File: src/rtl/hs_pkg.sv
package hs_pkg;

  typedef enum logic [1:0] {
    M_IDLE   = 2'd0,
    M_SETTLE = 2'd1,
    M_WAIT   = 2'd2,
    M_REL    = 2'd3
  } mState_t;

  typedef enum logic {
    S_IDLE = 1'b0,
    S_ACK  = 1'b1
  } sState_t;

  // strobes from master control to master datapath
  typedef struct packed {
    logic loadCmd;
    logic setReq;
    logic clrReq;
    logic capRd;
  } mStrobe_t;

endpackage

File: src/rtl/hsSync.sv
module hsSync #(
  parameter int STAGES = 2
) (
  input  logic clk,
  input  logic rstN,
  input  logic din,
  output logic dout
);
  logic [STAGES-1:0] chain;

  always_ff @(posedge clk) begin
    if (!rstN) chain <= '0;
    else       chain <= {chain[STAGES-2:0], din};
  end

  assign dout = chain[STAGES-1];
endmodule

File: src/rtl/hsMasterCtrl.sv
module hsMasterCtrl
  import hs_pkg::*;
#(
  parameter int DECODE_CYCLES = 3
) (
  input  logic     clk,
  input  logic     rstN,
  input  logic     cmdValid,
  input  logic     ackSync,
  output mStrobe_t strobe,
  output logic     cmdReady,
  output logic     cmdDone
);
  localparam int CNT_W = (DECODE_CYCLES < 2) ? 1 : $clog2(DECODE_CYCLES);
  localparam logic [CNT_W-1:0] CNT_LAST = CNT_W'(DECODE_CYCLES - 1);

  mState_t stateQ, stateD;
  logic [CNT_W-1:0] cntQ, cntD;
  logic doneD;

  always_comb begin
    stateD = stateQ;
    cntD   = cntQ;
    doneD  = 1'b0;
    strobe = '0;
    unique case (stateQ)
      M_IDLE: begin
        if (cmdValid) begin
          strobe.loadCmd = 1'b1;
          cntD   = '0;
          stateD = M_SETTLE;
        end
      end
      M_SETTLE: begin
        if (cntQ == CNT_LAST) begin
          strobe.setReq = 1'b1;
          stateD = M_WAIT;
        end else begin
          cntD = cntQ + 1'b1;
        end
      end
      M_WAIT: begin
        if (ackSync) begin
          strobe.clrReq = 1'b1;
          strobe.capRd  = 1'b1;
          stateD = M_REL;
        end
      end
      M_REL: begin
        if (!ackSync) begin
          doneD  = 1'b1;
          stateD = M_IDLE;
        end
      end
      default: stateD = M_IDLE;
    endcase
  end

  always_ff @(posedge clk) begin
    if (!rstN) begin
      stateQ  <= M_IDLE;
      cntQ    <= '0;
      cmdDone <= 1'b0;
    end else begin
      stateQ  <= stateD;
      cntQ    <= cntD;
      cmdDone <= doneD;
    end
  end

  assign cmdReady = (stateQ == M_IDLE);
endmodule

File: src/rtl/hsMasterPath.sv
module hsMasterPath
  import hs_pkg::*;
#(
  parameter int ADDR_W = 8,
  parameter int DATA_W = 16
) (
  input  logic              clk,
  input  logic              rstN,
  input  mStrobe_t          strobe,
  input  logic              cmdWrite,
  input  logic [ADDR_W-1:0] cmdAddr,
  input  logic [DATA_W-1:0] cmdWdata,
  input  logic [DATA_W-1:0] busRdData,
  output logic              busReq,
  output logic [ADDR_W-1:0] busAddr,
  output logic              busWrite,
  output logic [DATA_W-1:0] busWdata,
  output logic [DATA_W-1:0] rdData
);
  always_ff @(posedge clk) begin
    if (!rstN) begin
      busReq   <= 1'b0;
      busAddr  <= '0;
      busWrite <= 1'b0;
      busWdata <= '0;
      rdData   <= '0;
    end else begin
      if (strobe.loadCmd) begin
        busAddr  <= cmdAddr;
        busWrite <= cmdWrite;
        busWdata <= cmdWrite ? cmdWdata : '0;
      end
      if (strobe.setReq)      busReq <= 1'b1;
      else if (strobe.clrReq) busReq <= 1'b0;
      if (strobe.capRd && !busWrite) rdData <= busRdData;
    end
  end
endmodule

File: src/rtl/hsSlave.sv
module hsSlave
  import hs_pkg::*;
#(
  parameter int              ADDR_W    = 8,
  parameter int              DATA_W    = 16,
  parameter int              IDX_W     = 4,
  parameter int              SYNC_STGS = 2,
  parameter logic [ADDR_W-1:0] BASE_ADDR = 8'hA0
) (
  input  logic              clk,
  input  logic              rstN,
  input  logic              busReq,
  input  logic [ADDR_W-1:0] busAddr,
  input  logic              busWrite,
  input  logic [DATA_W-1:0] busWdata,
  output logic              busAck,
  output logic [DATA_W-1:0] busRdData,
  output logic              busRdOe
);
  localparam int DEPTH = 1 << IDX_W;

  logic reqSync;
  sState_t stateQ;
  logic [DATA_W-1:0] store [DEPTH];
  logic [DATA_W-1:0] rdHoldQ;
  logic hitQ;
  logic match;
  logic [IDX_W-1:0] idx;

  hsSync #(.STAGES(SYNC_STGS)) reqSync_i (
    .clk(clk), .rstN(rstN), .din(busReq), .dout(reqSync)
  );

  assign idx   = busAddr[IDX_W-1:0];
  assign match = (busAddr[ADDR_W-1:IDX_W] == BASE_ADDR[ADDR_W-1:IDX_W]);

  always_ff @(posedge clk) begin
    if (!rstN) begin
      stateQ  <= S_IDLE;
      rdHoldQ <= '0;
      hitQ    <= 1'b0;
    end else begin
      unique case (stateQ)
        S_IDLE: if (reqSync && match) begin
          stateQ  <= S_ACK;
          hitQ    <= !busWrite;
          rdHoldQ <= store[idx];
        end
        S_ACK: if (!reqSync) begin
          stateQ <= S_IDLE;
          hitQ   <= 1'b0;
        end
        default: stateQ <= S_IDLE;
      endcase
    end
  end

  for (genvar w = 0; w < DEPTH; w++) begin : g_word
    always_ff @(posedge clk) begin
      if (!rstN) store[w] <= '0;
      else if (stateQ == S_IDLE && reqSync && match && busWrite &&
               idx == IDX_W'(w))
        store[w] <= busWdata;
    end
  end

  assign busAck    = (stateQ == S_ACK);
  assign busRdOe   = busAck && hitQ;
  assign busRdData = busRdOe ? rdHoldQ : '0;
endmodule

File: src/rtl/hsBus.sv
module hsBus
  import hs_pkg::*;
#(
  parameter int              ADDR_W        = 8,
  parameter int              DATA_W        = 16,
  parameter int              IDX_W         = 4,
  parameter int              DECODE_CYCLES = 3,
  parameter int              SYNC_STGS     = 2,
  parameter logic [ADDR_W-1:0] BASE_ADDR   = 8'hA0
) (
  input  logic              clk,
  input  logic              rstN,
  input  logic              cmdValid,
  input  logic              cmdWrite,
  input  logic [ADDR_W-1:0] cmdAddr,
  input  logic [DATA_W-1:0] cmdWdata,
  output logic              cmdReady,
  output logic              cmdDone,
  output logic [DATA_W-1:0] rdData,
  output logic              busReq,
  output logic              busAck,
  output logic [ADDR_W-1:0] busAddr,
  output logic              busWrite,
  output logic [DATA_W-1:0] busWdata,
  output logic [DATA_W-1:0] busRdData,
  output logic              busRdOe
);
  mStrobe_t strobe;
  logic ackSync;

  hsSync #(.STAGES(SYNC_STGS)) ackSync_i (
    .clk(clk), .rstN(rstN), .din(busAck), .dout(ackSync)
  );

  hsMasterCtrl #(.DECODE_CYCLES(DECODE_CYCLES)) ctrl_i (
    .clk(clk), .rstN(rstN), .cmdValid(cmdValid), .ackSync(ackSync),
    .strobe(strobe), .cmdReady(cmdReady), .cmdDone(cmdDone)
  );

  hsMasterPath #(.ADDR_W(ADDR_W), .DATA_W(DATA_W)) path_i (
    .clk(clk), .rstN(rstN), .strobe(strobe), .cmdWrite(cmdWrite),
    .cmdAddr(cmdAddr), .cmdWdata(cmdWdata), .busRdData(busRdData),
    .busReq(busReq), .busAddr(busAddr), .busWrite(busWrite),
    .busWdata(busWdata), .rdData(rdData)
  );

  hsSlave #(.ADDR_W(ADDR_W), .DATA_W(DATA_W), .IDX_W(IDX_W),
            .SYNC_STGS(SYNC_STGS), .BASE_ADDR(BASE_ADDR)) slave_i (
    .clk(clk), .rstN(rstN), .busReq(busReq), .busAddr(busAddr),
    .busWrite(busWrite), .busWdata(busWdata), .busAck(busAck),
    .busRdData(busRdData), .busRdOe(busRdOe)
  );
endmodule

File: config.mk
export PLATFORM = sky130hd
export DESIGN_NAME = hsBus
export DESIGN_NICKNAME = d
export VERILOG_FILES = /design/src/rtl/hs_pkg.sv /design/src/rtl/hsSync.sv /design/src/rtl/hsMasterCtrl.sv /design/src/rtl/hsMasterPath.sv /design/src/rtl/hsSlave.sv /design/src/rtl/hsBus.sv
export SDC_FILE = /design/constraint.sdc
export NUM_CORES = 1
export LEC_CHECK = 0
export BUFFER_PORTS_ARGS = -buffer_cell sky130_fd_sc_hd__buf_2
export CAP_MARGIN = 25
export CORE_MARGIN = 8
export CORE_UTILIZATION = 55
export CTS_BUF_LIST = sky130_fd_sc_hd__clkbuf_8 sky130_fd_sc_hd__clkbuf_16
export CTS_CLUSTER_SIZE = 12
export DETAILED_ROUTE_END_ITERATION = 10
export PLACE_DENSITY = 0.76
export SYNTH_ARGS = -nofsm -noshare
export SYNTH_HDL_FRONTEND = slang
export SYNTH_HIERARCHICAL = 1
export SYNTH_SLANG_ARGS = --single-unit
File: constraint.sdc
create_clock -name clk -period 2.35 [get_ports clk]
set_clock_uncertainty 0.05 [all_clocks]
set_input_delay 0.1175 -clock clk [delete_from_list [all_inputs] [get_ports clk]]
set_output_delay 0.1175 -clock clk [all_outputs]
set_load 0.005 [all_outputs]
==> results of run 1 <==
-- layout make-up --
class                      instances  area share [%]
sequential                       325            52.4
clock inverter                    23           0.759
clock buffer                      41            5.66
multi-input combinational        612            31.2
timing repair buffer             177            7.41
inverter                           5           0.108
tap                              341            2.46
-- sequential cells by signal (all words and copies together) (netlist names), 2 cells and up --
register,count
slave_i/reqSync_i/chain,2
slave_i/store,256
ctrl_i/stateQ,2
path_i/busAddr,8
path_i/rdData,16
path_i/busWdata,16
ctrl_i/cntQ,2
slave_i/rdHoldQ,16
ackSync_i/chain,2
-- power breakdown --
part           switching (mW)  total [mW]  internal [mW]
combinational            1.05        1.94          0.893
sequential              0.319        6.73           6.41
clock                    2.18        5.26           3.09
total                    3.54        13.9           10.4
-- cells in the final DEF, fill, tap and decap left out, types with 26 or more instances in the layout --
master         Yosys  routed
buf_2             30      88
edfxtp_1         256     256
nand2_1           53      53
o21ai_1           10      26
mux4_2            64      64
clkbuf_16          0      37
dlygate4sd3_1      0      27
dfxtp_1           69      66
buf_4              6      53
mux2i_1           58      58
and2_1           264     264
-- kinds of logic after synthesis --
group | after synthesis
multiplexers | 122
buffers and inverters | 91
adder cells (fa/ha/maj) | 5
AND/OR/NAND/NOR | 408
flip-flops | 325
AO/OA/AOI/OAI | 77
-- per-layer routing --
layer  global-route usage (%)  vias up  part of all wire, %
li1                         -     4050                    -
met1                     29.7     4482                   42
met2                     34.5      376                   48
met3                     3.93       56                  7.6
met4                     7.38        2                  2.6
met5                        0        -                0.034
-- path summary, 6_finish.rpt --
kind	to	slack, ps	cells after the start
setup / recovery	slave_i/store[8][2]	180	3
hold / removal	path_i/busWdata[11]	10	3
setup reg to reg	slave_i/store[8][2]	180	3
hold reg to reg	ackSync_i/chain[1]	400	1
-- worst min-delay path: stages --
cell and delay (ps):
buf_4 230, nand2_1 110, o21ai_1 50
-- what timing repair did --
action                                 CTS  global route
setup endpoints to repair                0             0
endpoints found under the hold margin   25             0
hold buffers                            27             0
==> results.cfg, run 1 <==
[status]
status = complete, no violations

[global_route]
grt_use_total_pct = 21.6
grt_overflow = 0
antenna_found_initial = 1
grt_max_degree = 65
grt_pass1_vias = 8932
grt_pass1_wl_um = 54200

[placement]
placed_cell_area_um2 = 15900
numPlacedInstances = 1432
dp_hpwl_um = 22900
place_ws_ps = 193
portBuffers = 89
gp_congestion = 0.829

[die]
num_rows = 60
fp.dieArea_um2 = 32900
start_util_pct = 56.0
coreArea_um2 = 26900
die_height_um = 181
io_pins = 90
die_w_um = 181

[sta]
final_min_period_over_clock_period_pct = 92.4
setup_violations = 0
hold_viol_final = 0
tns_ps = 0
tightestPinTransition_ps = 902
maxSlewViolCount = 0
rsz0062_at_grt = false
layout_setup_ws_ps = 178
fin_crit_ps = 2170
max_slew_margin_pct = 39.4
fmax_mhz = 460
hold_ws_ps = 14.2

[logic_synthesis]
yosys.area.top_type_share_pct = 51.1
synth_async_sr_flop_share_pct = 0
yosys.area_share.simple_pct = 18.3
synth_ff_type = edfxtp_1
synth_commonest_cells = 264 x and2_1, 256 x edfxtp_1, 69 x dfxtp_1
yosys.area_share.adder_pct = 0.416
syn_avg_cell_area_um2 = 14.6
ys_ff_latch = 325
synth_warnings = 6
seq_area_frac_synth_pct = 60.3
yosysMostFrequentCell = and2_1
synth.area.mux_share_pct = 13.4
synth_top_family_by_area = simple AND/OR/NAND/NOR gates
synth_cells = 1028
synth-compound-area-share_pct = 3.57
synth.lib_cells_used.distinct = 45
synth_top_cells_by_area = edfxtp_1 51%, and2_1 11%, mux4_2 9.6%
synth_edf_count = 256
synth_xor_xnor_area_share_pct = 0
syn_area_um2 = 15000
synth_nets = 1061
yosys.area.top_type = edfxtp_1

[clock_tree]
htreeDepth = 2
cts.clk_slew.worst_paths_ps = 60
cts_buffers = 36
cts.sinks = 325
cts_tree = done
root_buffer = clkbuf_16
ctsLongestPathBuffers = 3
postCtsSetupBuffers = 0
clock_latency_ps = 530
cts_resized = 0

[layout]
drive_gt1_share_pct = 24.6
stdcell_area_um2 = 17300
num-fill-cells = 1931
finalNonFillerCells = 1524
multi_input_area_um2 = 5400
seq_area_um2 = 9070
final_core_util_pct = 64.4
synthToLayoutAreaGrowth_pct = 15.1
num-nets-final = 1190
diodes = 0

[critical_path]
crit_start = slave_i/busAck
end_kind = flop
r2r_start = slave_i/busAck
crit_fanout = 16
max_stage_delay_ps = 910
worstSetupPathType = flop to flop
crit_chain = nand4bb_4, nor4_4, and2_1
crit_required_ps = 2680
crit_family = simple AND/OR/NAND/NOR gates
worst_setup_path_start_kind = flop
crit_buf_inv = 0
cp_slowest_cell = nor4_4
cp.arrival_ps = 2500

[worst_hold_path]
hp-start = rstN
hold_class = input pin to flop

[route]
drt-pass1-iter-count = 5
vias = 8966
drt_iter0_drc = 944
detail-route-antenna-nets = 0
wl_um = 35700
drc = 0
wl_per_cell_um = 23.4
viasPerCell = 5.88

[job]
drv_cap = 0

[power_and_ir_drop]
ir_drop_mv = 0.496
power.total_mw = 13.9
leakage_nw = 6.64
powerDensity_nw_per_um2 = 805
(Power assumes the default switching activity.)
==> run 2: changes to the inputs <==
--- a/config.mk
+++ b/config.mk
@@ -13,6 +13,7 @@
 export CTS_CLUSTER_SIZE = 12
 export DETAILED_ROUTE_END_ITERATION = 10
 export PLACE_DENSITY = 0.76
+export RECOVER_POWER = 50
 export SYNTH_ARGS = -nofsm -noshare
 export SYNTH_HDL_FRONTEND = slang
 export SYNTH_HIERARCHICAL = 1
==> run 2 against run 1 <==
Against the previous run:
- register-to-register slack worse by 70 ps
- sequential share of layout area is 0.58 points higher
- non-clock buffer count stayed put
- critical path depth is 2 higher
- global-route usage stayed put
- combinational power is 4% lower
- routed wire length is 0.16% higher
- clock power hardly changed
- first-iteration DRC count is 13% lower
- hold slack better by 170 ps
- sequential power hardly changed
- cell area is 1.1% lower
- critical endpoint is now slave_i/store[15][13]
- largest power group unchanged
==> results.cfg, run 2 (same netlist as run 1, synthesis figures left out) <==
[status]
status = complete, no violations

[die]
fp.dieArea_um2 = 32900
io_pins = 90
num_rows = 60
die_height_um = 181
start_util_pct = 56.0
coreArea_um2 = 26900
die_w_um = 181

[global_route]
grt_use_total_pct = 21.6
antenna_found_initial = 1
grt_max_degree = 65
grt_pass1_wl_um = 54200
grt_pass1_vias = 8932
grt_overflow = 0

[clock_tree]
cts_tree = done
root_buffer = clkbuf_16
cts_buffers = 36
clock_latency_ps = 530
postCtsSetupBuffers = 0
cts_resized = 0
htreeDepth = 2
cts.sinks = 325
ctsLongestPathBuffers = 3
cts.clk_slew.worst_paths_ps = 60

[layout]
finalNonFillerCells = 1524
seq_area_um2 = 9070
diodes = 0
largest_reg_flops = 256
num-fill-cells = 1986
mostFrequentLayoutCells = 256 x edfxtp_1, 252 x and2_1, 67 x dfxtp_1
final_core_util_pct = 63.7
drive_gt1_share_pct = 19.2
layout_commonest_cell = edfxtp_1
stdcell_area_um2 = 17100
synthToLayoutAreaGrowth_pct = 13.8
largest_register = slave_i/store
multi_input_area_um2 = 5360
num-nets-final = 1190

[critical_path]
worst-r2r-cell-count = 5
cp.arrival_ps = 2580
end_kind = flop
max_stage_delay_ps = 470
r2r_start = slave_i/busAck
worstSetupPathType = flop to flop
crit_required_ps = 2690
crit_buf_inv = 2
reg2reg_slack_ps = 110
cp_slowest_cell = nand4bb_4
crit_fanout = 22
crit_family = simple AND/OR/NAND/NOR gates
cp.depth = 5
crit_chain = nand4bb_4, buf_2, nor4_4, buf_4, and2_1
worst_r2r_endpoint = slave_i/store[15][13]
worst_setup_path_start_kind = flop

[sta]
fin_crit_ps = 2240
layout_setup_ws_ps = 112
fmax_mhz = 447
rsz0062_at_grt = false
maxSlewViolCount = 0
max_slew_margin_pct = 10.6
hold_viol_final = 0
setup_violations = 0
tightestPinTransition_ps = 1340
hold_ws_ps = 186
tns_ps = 0
final_min_period_over_clock_period_pct = 95.2

[power_and_ir_drop]
leakage_nw = 6.36
power.total_mw = 13.9
powerDensity_nw_per_um2 = 809
ir_drop_mv = 0.496

[route]
drt-pass1-iter-count = 5
drc = 0
drt_iter0_drc = 819
vias = 8988
wl_per_cell_um = 23.5
viasPerCell = 5.90
detail-route-antenna-nets = 0
wl_um = 35800

[worst_hold_path]
hp-start = cmdWrite
holdPathEnd = path_i/busWdata[14]
hold_class = input pin to flop
hold_path_depth = 3

[placement]
dp_hpwl_um = 22900
numPlacedInstances = 1432
placed_cell_area_um2 = 15900
portBuffers = 89
gp_congestion = 0.829
place_ws_ps = 193

[job]
drv_cap = 0
-- run 2: changes by cell type in the layout (fill, tap and decap cells not counted), sizes merged --
cell / delta
clkbuf: +71
buf: -72
dlymetal6s2s: +1
-- run 2: tightest hold or removal path, cell delays in order --
cell	delay (ps)
buf_2	80
nand2_2	280
o21ai_1	220
-- run 2: cell type report --
type                    count  share of cell area [%]
repair buffers            177                    6.60
clock inverters            23                   0.767
well taps                 341                    2.49
multi-input cells         612                    31.3
inverters                   5                   0.110
clock buffers              41                    5.73
flip-flops and latches    325                    53.0
-- run 2: how the worst max path moves through the flow --
| stage | startpoint | end |
|---|---|---|
| 3_3_place_gp | path_i/busAddr[4] | slave_i/store[8][13] |
| 4_1_cts | slave_i/busAck | slave_i/store[8][2] |
| 2_1_floorplan | path_i/busAddr[1] | slave_i/store[6][0] |
| 5_1_grt | path_i/busAddr[5] | slave_i/store[14][0] |
| 6_report | slave_i/busAck | slave_i/store[15][13] |
| 3_5_place_dp | slave_i/busAck | slave_i/store[8][2] |
-- run 2: what timing repair did --
item,4_1_cts,5_1_grt
hold buffers,27,0
endpoints found under the setup margin,0,0
endpoints found under the hold margin,25,0
-- run 2: power breakdown --
part	switching, mW	internal, mW	total, mW
clock network	2.18	3.09	5.26
logic	1.03	0.840	1.87
registers	0.319	6.41	6.73
-- run 2: layer usage --
layer	up-vias	share of wire, %	track usage [%]
met1	4522	42	29.7
li1	4045	-	-
met5	-	0.034	0
met2	369	48	34.5
met3	50	7.6	3.93
met4	2	2.3	7.38
